**src/rtl/rxd_pkg.sv**
```systemverilog
package rxd_pkg;

    localparam int DESC_W   = 32;
    localparam int COUNT_W  = 16;
    localparam int OWN_BIT  = 31;
    localparam int EOP_BIT  = 30;
    localparam int BERR_BIT = 29;
    localparam int OVF_BIT  = 28;

    typedef enum logic [3:0] {
        ST_IDLE,
        ST_POLL_CUR,
        ST_POLL_FINAL,
        ST_SKIP,
        ST_POLL_NEXT,
        ST_RECV,
        ST_HANDOFF,
        ST_LOOKAHEAD,
        ST_BUFERR,
        ST_DRAIN,
        ST_CLOSE,
        ST_ADVANCE
    } rx_state_e;

    function automatic logic [DESC_W-1:0] make_status(
        input logic eop,
        input logic berr,
        input logic ovf,
        input logic [COUNT_W-1:0] cnt
    );
        logic [DESC_W-1:0] w;
        w           = '0;
        w[EOP_BIT]  = eop;
        w[BERR_BIT] = berr;
        w[OVF_BIT]  = ovf;
        w[COUNT_W-1:0] = cnt;
        return w;
    endfunction

endpackage

```
**src/rtl/rxd_ring_step.sv**
```systemverilog
module rxd_ring_step #(
    parameter int IDX_W = 4
) (
    input  logic [IDX_W-1:0] idx,
    input  logic [IDX_W:0]   ring_len,
    output logic [IDX_W-1:0] idx_next
);
    logic [IDX_W:0] bumped;

    always_comb begin
        bumped = {1'b0, idx} + {{IDX_W{1'b0}}, 1'b1};
        if (bumped >= ring_len) begin
            idx_next = '0;
        end else begin
            idx_next = bumped[IDX_W-1:0];
        end
    end
endmodule

```
**src/rtl/rxd_miss_counter.sv**
```systemverilog
module rxd_miss_counter #(
    parameter int MISS_W = 16
) (
    input  logic              clk,
    input  logic              rst_n,
    input  logic              miss_inc,
    input  logic              miss_clr,
    output logic [MISS_W-1:0] miss_count,
    output logic              miss_flag
);
    localparam logic [MISS_W-1:0] CNT_MAX = '1;

    always_ff @(posedge clk) begin
        if (!rst_n) begin
            miss_count <= '0;
            miss_flag  <= 1'b0;
        end else if (miss_clr) begin
            miss_count <= '0;
            miss_flag  <= 1'b0;
        end else if (miss_inc) begin
            miss_flag <= 1'b1;
            if (miss_count != CNT_MAX) begin
                miss_count <= miss_count + 1'b1;
            end
        end
    end

    assert_miss_sat_R9: assert property (@(posedge clk) disable iff (!rst_n)
        (miss_count == CNT_MAX && !miss_clr) |=> miss_count == CNT_MAX);

    assert_miss_clr_R10: assert property (@(posedge clk) disable iff (!rst_n)
        miss_clr |=> (miss_count == '0 && !miss_flag));

    assert_miss_step_R3: assert property (@(posedge clk) disable iff (!rst_n)
        (miss_inc && !miss_clr && miss_count != CNT_MAX)
            |=> (miss_count == $past(miss_count) + 1'b1 && miss_flag));
endmodule

```
**src/rtl/rxd_byte_tally.sv**
```systemverilog
module rxd_byte_tally #(
    parameter int LEN_W = 12,
    parameter int CNT_W = 16
) (
    input  logic             clk,
    input  logic             rst_n,
    input  logic             clr_frame,
    input  logic             clr_buf,
    input  logic             cnt_en,
    output logic [LEN_W-1:0] buf_cnt,
    output logic [CNT_W-1:0] frame_cnt
);
    always_ff @(posedge clk) begin
        if (!rst_n || clr_frame) begin
            buf_cnt   <= '0;
            frame_cnt <= '0;
        end else begin
            if (clr_buf) begin
                buf_cnt <= '0;
            end else if (cnt_en) begin
                buf_cnt <= buf_cnt + 1'b1;
            end
            if (cnt_en) begin
                frame_cnt <= frame_cnt + 1'b1;
            end
        end
    end
endmodule

```
**src/rtl/rxd_own_sequencer.sv**
```systemverilog
module rxd_own_sequencer
    import rxd_pkg::*;
#(
    parameter int IDX_W  = 4,
    parameter int LEN_W  = 12,
    parameter int MISS_W = 16
) (
    input  logic              clk,
    input  logic              rst_n,
    input  logic [IDX_W:0]    ring_len,
    input  logic [LEN_W-1:0]  buf_len,
    input  logic              fifo_avail,
    input  logic              fifo_last,
    output logic              fifo_pop,
    output logic [IDX_W-1:0]  desc_addr,
    output logic              desc_rd,
    input  logic [31:0]       desc_rdata,
    output logic              desc_we,
    output logic              desc_own_only,
    output logic [31:0]       desc_wdata,
    input  logic              miss_clr,
    output logic              miss_flag,
    output logic [MISS_W-1:0] miss_count
);
    localparam logic [IDX_W:0] ONE_ENTRY = {{IDX_W{1'b0}}, 1'b1};

    rx_state_e        state, state_nx;
    logic [IDX_W-1:0] cur_idx, nxt_idx;
    logic             cur_known, nxt_known;
    logic             own_rd, multi, buf_full, miss_inc;
    logic             cnt_en, clr_frame, clr_buf;
    logic [LEN_W-1:0] buf_cnt;
    logic [COUNT_W-1:0] frame_cnt;
    logic [LEN_W:0]   fill_next;

    rxd_ring_step #(.IDX_W(IDX_W)) u_step (
        .idx      (cur_idx),
        .ring_len (ring_len),
        .idx_next (nxt_idx)
    );

    rxd_byte_tally #(.LEN_W(LEN_W), .CNT_W(COUNT_W)) u_tally (
        .clk       (clk),
        .rst_n     (rst_n),
        .clr_frame (clr_frame),
        .clr_buf   (clr_buf),
        .cnt_en    (cnt_en),
        .buf_cnt   (buf_cnt),
        .frame_cnt (frame_cnt)
    );

    rxd_miss_counter #(.MISS_W(MISS_W)) u_miss (
        .clk        (clk),
        .rst_n      (rst_n),
        .miss_inc   (miss_inc),
        .miss_clr   (miss_clr),
        .miss_count (miss_count),
        .miss_flag  (miss_flag)
    );

    assign own_rd    = desc_rdata[OWN_BIT];
    assign multi     = (ring_len > ONE_ENTRY);
    assign fill_next = {1'b0, buf_cnt} + {{LEN_W{1'b0}}, 1'b1};
    assign buf_full  = (fill_next == {1'b0, buf_len});

    // State register
    always_ff @(posedge clk) begin
        if (!rst_n) begin
            state <= ST_IDLE;
        end else begin
            state <= state_nx;
        end
    end

    // Ownership cache and ring position
    always_ff @(posedge clk) begin
        if (!rst_n) begin
            cur_idx   <= '0;
            cur_known <= 1'b0;
            nxt_known <= 1'b0;
        end else begin
            unique case (state)
                ST_POLL_CUR, ST_POLL_FINAL: begin
                    if (own_rd) cur_known <= 1'b1;
                end
                ST_POLL_NEXT, ST_LOOKAHEAD: begin
                    nxt_known <= own_rd;
                end
                ST_HANDOFF: begin
                    cur_idx   <= nxt_idx;
                    cur_known <= 1'b1;
                    nxt_known <= 1'b0;
                end
                ST_ADVANCE: begin
                    cur_idx   <= nxt_idx;
                    cur_known <= nxt_known & multi;
                    nxt_known <= 1'b0;
                end
                default: begin
                end
            endcase
        end
    end

    // Next state and outputs
    always_comb begin
        state_nx      = state;
        fifo_pop      = 1'b0;
        desc_addr     = cur_idx;
        desc_rd       = 1'b0;
        desc_we       = 1'b0;
        desc_own_only = 1'b0;
        desc_wdata    = '0;
        miss_inc      = 1'b0;
        cnt_en        = 1'b0;
        clr_frame     = 1'b0;
        clr_buf       = 1'b0;
        unique case (state)
            ST_IDLE: begin
                clr_frame = 1'b1;
                if (fifo_avail) begin
                    if (!cur_known)                    state_nx = ST_POLL_CUR;
                    else if (multi && !nxt_known)      state_nx = ST_POLL_NEXT;
                    else                               state_nx = ST_RECV;
                end
            end
            ST_POLL_CUR: begin
                desc_rd = 1'b1;
                if (!own_rd)     state_nx = ST_POLL_FINAL;
                else if (multi)  state_nx = ST_POLL_NEXT;
                else             state_nx = ST_RECV;
            end
            ST_POLL_FINAL: begin
                desc_rd = 1'b1;
                if (!own_rd) begin
                    miss_inc = 1'b1;
                    state_nx = ST_SKIP;
                end else if (multi) begin
                    state_nx = ST_POLL_NEXT;
                end else begin
                    state_nx = ST_RECV;
                end
            end
            ST_SKIP: begin
                fifo_pop = fifo_avail;
                if (fifo_avail && fifo_last) state_nx = ST_IDLE;
            end
            ST_POLL_NEXT: begin
                desc_rd   = 1'b1;
                desc_addr = nxt_idx;
                state_nx  = ST_RECV;
            end
            ST_RECV: begin
                fifo_pop = fifo_avail;
                cnt_en   = fifo_avail;
                if (fifo_avail) begin
                    if (fifo_last) begin
                        state_nx = ST_CLOSE;
                    end else if (buf_full) begin
                        state_nx = (nxt_known && multi) ? ST_HANDOFF : ST_BUFERR;
                    end
                end
            end
            ST_HANDOFF: begin
                desc_we       = 1'b1;
                desc_own_only = 1'b1;
                clr_buf       = 1'b1;
                state_nx      = ST_LOOKAHEAD;
            end
            ST_LOOKAHEAD: begin
                desc_rd   = 1'b1;
                desc_addr = nxt_idx;
                state_nx  = ST_RECV;
            end
            ST_BUFERR: begin
                desc_we    = 1'b1;
                desc_wdata = make_status(1'b0, 1'b1, 1'b1, frame_cnt);
                state_nx   = ST_DRAIN;
            end
            ST_DRAIN: begin
                fifo_pop = fifo_avail;
                if (fifo_avail && fifo_last) state_nx = ST_ADVANCE;
            end
            ST_CLOSE: begin
                desc_we    = 1'b1;
                desc_wdata = make_status(1'b1, 1'b0, 1'b0, frame_cnt);
                state_nx   = ST_ADVANCE;
            end
            ST_ADVANCE: begin
                state_nx = ST_IDLE;
            end
            default: begin
                state_nx = ST_IDLE;
            end
        endcase
    end

    assert_pop_needs_data_R12: assert property (@(posedge clk) disable iff (!rst_n)
        fifo_pop |-> fifo_avail);

    assert_addr_in_ring_R11: assert property (@(posedge clk) disable iff (!rst_n)
        (desc_rd || desc_we) |-> ({1'b0, desc_addr} < ring_len));

    assert_final_repeat_R2: assert property (@(posedge clk) disable iff (!rst_n)
        (state == ST_POLL_FINAL) |-> ($past(desc_rd) && $past(desc_addr) == desc_addr));

    assert_no_poll_after_miss_R3: assert property (@(posedge clk) disable iff (!rst_n)
        miss_inc |=> !desc_rd);

    assert_release_clears_own_R4: assert property (@(posedge clk) disable iff (!rst_n)
        desc_we |-> !desc_wdata[OWN_BIT]);

    assert_handoff_lookahead_R5: assert property (@(posedge clk) disable iff (!rst_n)
        (desc_we && desc_own_only) |=> desc_rd);

    assert_single_ring_R7: assert property (@(posedge clk) disable iff (!rst_n)
        (desc_rd && ring_len == ONE_ENTRY) |-> desc_addr == '0);
endmodule

```
**config.mk**
```make
export PLATFORM = sky130hd
export DESIGN_NAME = rxd_own_sequencer
export DESIGN_NICKNAME = d
export VERILOG_FILES = /design/src/rtl/rxd_pkg.sv /design/src/rtl/rxd_ring_step.sv /design/src/rtl/rxd_miss_counter.sv /design/src/rtl/rxd_byte_tally.sv /design/src/rtl/rxd_own_sequencer.sv
export SDC_FILE = /design/constraint.sdc
export NUM_CORES = 1
export LEC_CHECK = 0
export ABC_AREA = 0
export BUFFER_PORTS_ARGS = -buffer_cell sky130_fd_sc_hd__buf_2
export CELL_PAD_IN_SITES_DETAIL_PLACEMENT = 1
export CELL_PAD_IN_SITES_GLOBAL_PLACEMENT = 1
export CORE_MARGIN = 5
export CORE_UTILIZATION = 40
export DETAILED_ROUTE_END_ITERATION = 16
export PLACE_DENSITY_LB_ADDON = 0.2
export SYNTH_ARGS = -nofsm -noshare
export SYNTH_HDL_FRONTEND = slang
export SYNTH_SLANG_ARGS = --single-unit
```
**constraint.sdc**
```tcl
create_clock -name clk -period 3.6 [get_ports clk]
set_input_delay 0.18 -clock clk [delete_from_list [all_inputs] [get_ports clk]]
set_output_delay 0.18 -clock clk [all_outputs]
set_load 0.03 [all_outputs]
```
==> impl_metrics.ini, run 1 <==
[outcome]
status = finished clean

[synthesis]
netlist_instances = 453
yosys_warnings = 0
synthArstFlopShare = 0
synth_seq_cells = 55
syn_area_per_cell_um2 = 7.87
yosysSeqAreaShare = 0.309
ys_types = 61
yosysTopAreaCell = dfxtp_1
synth_ff_type = dfxtp_1
synth_edf_count = 0
yosys.area.top_type_share = 0.309
syn-cell-area_mm2 = 0.00357
synth_area_leaders = dfxtp_1 (31%), xor2_1 (6.9%), nor2_1 (5.3%), nand2_1 (4.2%), xnor2_1 (3.7%)

[sta]
hold_ws_ps = 240
hold_viol = 0
fin_crit_ps = 2940
setup_tns_ps = 0
finalSetupViolCount = 0
rsz0062_at_grt = false
period_share = 0.816
worst_pin_slew_ps = 837
slew_headroom = 0.437
timing.final.ws_setup_ps = 662
fmax_mhz = 340
skew_ps = 9.02
finalMaxSlewViolations = 0

[die]
rows = 34
core_mm2 = 0.00872
die_y_um = 104
fp.dieW_um = 104
ios = 111
start_util = 0.409
die-area_mm2 = 0.0109

[grt]
use_met3 = 0.0354
overflow = 0
grt_max_degree = 22
grt_pass1_vias = 3515
antenna_found_initial = 0
grt_pass1_wl_mm = 16.5
met1_usage = 0.229
grtUsageTotal = 0.176
grt_util_met2 = 0.290
grt-busiest-layer = met2

[finish]
layout_common_cells = buf_2 (66), dfxtp_1 (55), nor2_1 (50)
final-instance-count-excl-fill = 613
area_delta_synth_final_pct = 11.7
multiInputGateArea_mm2 = 0.00227
final-seq-area_mm2 = 0.00110
layout.nets = 567
fillCellCount = 1100
layout_commonest_cell = buf_2
n_antenna_cell = 0
layout-drive-gt1-share = 0.180

[clock_network]
htree_levels = 2
cts_sinks = 55
cts_tree = built
cts_root_buf = clkbuf_8
cts_setup_buffers = 0
numCtsBuffers = 5
cts.repair.resized = 0
cts_hold_buf = 0
clk_pin_slew_worst_paths_ps = 100
clk-insertion-delay-late_ps = 320
cts_buffer_depth = 2

[critical_path]
end_kind = output pin
cp_data_required_time_ps = 3420
crit_type = register to output pin
arrival_ps = 2760
cp-start-kind = register
critPathMaxFanout = 6

[drt]
avgViaCountPerCell = 5.49
drc = 0
routedWlPerCell_um = 15.8
routed_wl_mm = 9.67
vias = 3365
drtPass1Iterations = 4
drt_iter0_drc = 107
ant_nets = 0

[placed_design]
place_congestion = 0.814
portBuffers = 66
dp_hpwl_mm = 7.23
pre_cts_slack_ps = 1060
dp_cells = 605

[min_path]
holdCritPathClass = input pin to register

[power]
leakagePower_nw = 1.64
power_density_mw_per_mm2 = 404
max-vdd-ir-drop_v = 0.000273

[run]
cap_violations = 0
-- through the flow --
step                utilization  power [mW]  cell area (um2)
global route              0.457        1.71             3980
finish                    0.457        1.61             3980
global placement          0.446        1.24             3890
CTS                       0.457        1.63             3980
floorplan                     -        1.13             3610
detailed placement        0.446        1.26             3890
-- worst max-delay path, cell delays in order (launching register included) --
cell,delay [ps]
dfxtp_1,460
ha_1,310
ha_1,290
a21o_1,160
a21o_1,170
a21o_1,240
a2111oi_0,470
a211o_1,150
buf_2,190
-- flip-flops by register name, indices dropped and copies added (netlist names) --
name / cells
state: 4
u_tally.frame_cnt: 16
u_tally.buf_cnt: 12
cur_idx: 4
u_miss.miss_count: 16
nxt_known: 1
cur_known: 1
u_miss.miss_flag: 1
-- report_power, final --
part / switching (mW) / leakage (nW) / internal (mW)
registers: 0.0730 / 0.444 / 0.632
logic: 0.357 / 1.16 / 0.186
clock network: 0.219 / 0.0454 / 0.140
-- final cells by class --
class | count | share of cell area
Sequential cell | 55 | 0.276
Multi-Input combinational cell | 362 | 0.569
Clock inverter | 2 | 0.00440
Clock buffer | 6 | 0.0182
Tap cell | 108 | 0.0339
Inverter | 12 | 0.0113
Timing Repair Buffer | 68 | 0.0867
-- path summary, 6_finish.rpt --
path,start,to,slack (ps),cells after the start
worst min register to register,u_tally.frame_cnt[10]$_SDFFE_PP0P_,u_tally.frame_cnt[10]$_SDFFE_PP0P_,490,2
worst max register to register,state[1]$_SDFFE_PN0P_,u_miss.miss_count[7]$_SDFFE_PP0P_,1120,6
worst min-delay path,desc_rdata[31],nxt_known$_SDFFE_PN0P_,240,3
worst max-delay path,cur_idx[0]$_SDFFE_PN0P_,desc_addr[2],660,8
-- Yosys cell counts, drive strengths merged, types with 3 or more instances --
library cell,number
a211oi,3
inv,12
o21ai,21
nor4,5
nand3b,5
a21o,4
xnor2,15
and2,18
or3,14
nor3,9
and4,3
nand4,15
xor2,28
a31o,3
nand2b,8
nor2b,6
nand2,40
a21boi,3
nor2,50
mux2i,4
dfxtp,55
ha,9
and3,9
clkbuf,17
nand3,19
buf,19
a21oi,25
-- metal layers --
| layer | vias up | routed length, um |
|---|---|---|
| li1 | 1670 | - |
| met1 | 1615 | 4570 |
| met2 | 63 | 4540 |
| met3 | 17 | 360 |
| met4 | 0 | 196 |
| met5 | - | 0 |
-- logic make-up (layout without fill, tap and decap cells) --
kind of cell               count (synthesis)  after routing  share of synthesized area
and+or+nand+nor                          206            206                      0.307
AOI/OAI and AO/OA                         85             85                      0.160
DFF                                       55             55                      0.309
buffers and inverters                     48             88                     0.0684
xor gates and xnor gates                  43             43                      0.106
adders and majority gates                  9              9                     0.0316
muxes                                      6              6                     0.0175
other                                      1             13                    0.00105
No activity file was read; power rests on OpenSTA's default activity.
==> run 2: changes to the inputs <==
- CORE_UTILIZATION: 40 -> 33
- clock period: 3.6 -> 2.4 ns (I/O delays scaled with it)
==> run 2 against run 1 <==
Register-to-register slack lost 1000 ps. Setup slack lost 650 ps. Routed wire length grew 4.0%. Clock skew grew 2.7 ps. Total power grew 55%. Global-route usage shrank 2.2 points. Highest routed layer unchanged. Die area grew 19%. Cell count grew 8.8%. Sequential share of layout area shrank 2.0 points.
==> impl_metrics.ini, run 2 (same netlist as run 1, synthesis figures left out) <==
[critical_path]
ff2ff_path_depth = 7
crit_type = register to output pin
timing.reg2reg.setup_slack_ps = 80
end_kind = output pin
cp-start-kind = register
cp_data_required_time_ps = 2280
arrival_ps = 2270
critPathMaxFanout = 5
r2r_start = u_tally.buf_cnt[1]$_SDFFE_PP0P_
reg2reg_to = state[0]$_SDFFE_PN0P_

[placed_design]
dp_cells = 654
dp_hpwl_mm = 7.57
portBuffers = 66
place_congestion = 0.815

[clock_network]
htree_levels = 2
clk_pin_slew_worst_paths_ps = 110
cts_buffer_depth = 2
cts_hold_buf = 0
clk-insertion-delay-late_ps = 320
numCtsBuffers = 5
cts_tree = built
cts_root_buf = clkbuf_8
cts_sinks = 55

[min_path]
min-delay-start = desc_rdata[31]
holdCritPathClass = input pin to register
hold_end = nxt_known$_SDFFE_PN0P_
min_path_cells = 3

[drt]
ant_nets = 0
avgViaCountPerCell = 5.11
drc = 0
drtPass1Iterations = 4
drt_iter0_drc = 81
routed_wl_mm = 10.1
routedWlPerCell_um = 15.1
vias = 3409

[grt]
overflow = 0
grt_pass1_wl_mm = 16.7
antenna_found_initial = 0
grt_max_degree = 20
grtUsageTotal = 0.154
grt_pass1_vias = 3455

[sta]
fin_crit_ps = 2390
rsz0062_at_grt = true
hold_ws_ps = 201
hold_viol = 0
slew_headroom = 0.523
period_share = 0.996
skew_ps = 11.8
setup_tns_ps = 0
worst_pin_slew_ps = 715
fmax_mhz = 418
finalMaxSlewViolations = 0
finalSetupViolCount = 0

[finish]
area_delta_synth_final_pct = 20.8
reg.largest.list = u_miss.miss_count: 16 flops, u_tally.frame_cnt: 16 flops, u_tally.buf_cnt: 12 flops
n_antenna_cell = 0
final-instance-count-excl-fill = 667
final_util = 0.403
layout_common_cells = buf_2 (62), dfxtp_1 (51), nor2_1 (50)
layout_commonest_cell = buf_2
layout.nets = 589
layout-drive-gt1-share = 0.241

[power]
power_frac_comb = 0.378
power_density_mw_per_mm2 = 579
switchingPower_mw = 1.00
power_mw = 2.49
p_sw_frac = 0.403
p_seq_frac = 0.402
max-vdd-ir-drop_v = 0.000437
power_frac_clock = 0.220
leakagePower_nw = 1.78
p_int_mw = 1.49

[die]
ios = 111
fp.dieW_um = 114
rows = 38
core_mm2 = 0.0107
die_y_um = 114
die-area_mm2 = 0.0130
start_util = 0.333

[run]
cap_violations = 0

[outcome]
status = finished clean
run 2: changes by cell type in the layout (fill, tap and decap cells not counted), sizes merged:
cell	delta
inv	+1
clkbuf	-1
buf	+22
run 2: how the worst max path moves through the flow:
stage	from	to	slack, ps	depth (start not counted)
after floorplan	cur_idx[0]$_SDFFE_PN0P_	desc_addr[2]	160	7
after global placement	cur_idx[1]$_SDFFE_PN0P_	desc_addr[2]	130	8
after detailed placement	cur_idx[1]$_SDFFE_PN0P_	desc_addr[2]	60	8
after CTS	cur_idx[2]$_SDFFE_PN0P_	desc_addr[2]	9	7
after global routing	cur_idx[1]$_SDFFE_PN0P_	desc_addr[2]	-90	8
final	cur_idx[0]$_SDFFE_PN0P_	desc_addr[2]	9	8
run 2: layout make-up:
| class | instances | area, um2 |
|---|---|---|
| Clock buffer | 5 | 68.8 |
| Sequential cell | 55 | 1110 |
| Multi-Input combinational cell | 362 | 2360 |
| Fill cell | 1362 | 6390 |
| Tap cell | 140 | 175 |
| Timing Repair Buffer | 90 | 528 |
| Clock inverter | 3 | 22.5 |
| Inverter | 12 | 45.0 |
run 2: power groups by stage:
stage | Clock (mW) | Sequential, mW | Combinational, mW
3_5_place_dp | 0 | 1.02 | 0.913
4_1_cts | 0.577 | 0.999 | 0.938
3_3_place_gp | 0 | 1.02 | 0.906
2_1_floorplan | 0 | 0.992 | 0.706
5_1_grt | 0.615 | 1.01 | 1.04
6_report | 0.549 | 1.00 | 0.942
run 2: repair_timing:
| action | 4_1_cts | 5_1_grt |
|---|---|---|
| hold endpoints to repair | 0 | 0 |
| pin swaps | 7 | 2 |
| endpoints found under the setup margin | 4 | 4 |
| gates resized for setup | 18 | 6 |
| setup buffers | 3 | 2 |
run 2: per-layer routing:
metal,track usage,vias up,part of all wire
met2,0.263,54,0.47
li1,-,1714,-
met1,0.205,1632,0.48
met4,0.0325,0,0.0087
met5,0,-,0
met3,0.0244,9,0.038
run 2: worst max-delay path: stages, from the launching register on:
cell and delay [ps]:
dfxtp_2 350, ha_4 280, ha_4 190, a21o_1 170, a21o_1 160, a21o_4 230, a2111oi_4 290, a211o_1 150
buf_6 130
run 2: per-stage QoR:
stage	cell area [um2]	setup slack [ps]
final	4310	9.26
after global routing	4310	-85.7
after detailed placement	4060	61.6
after floorplan	3610	160
after global placement	4060	132
after CTS	4290	9.41
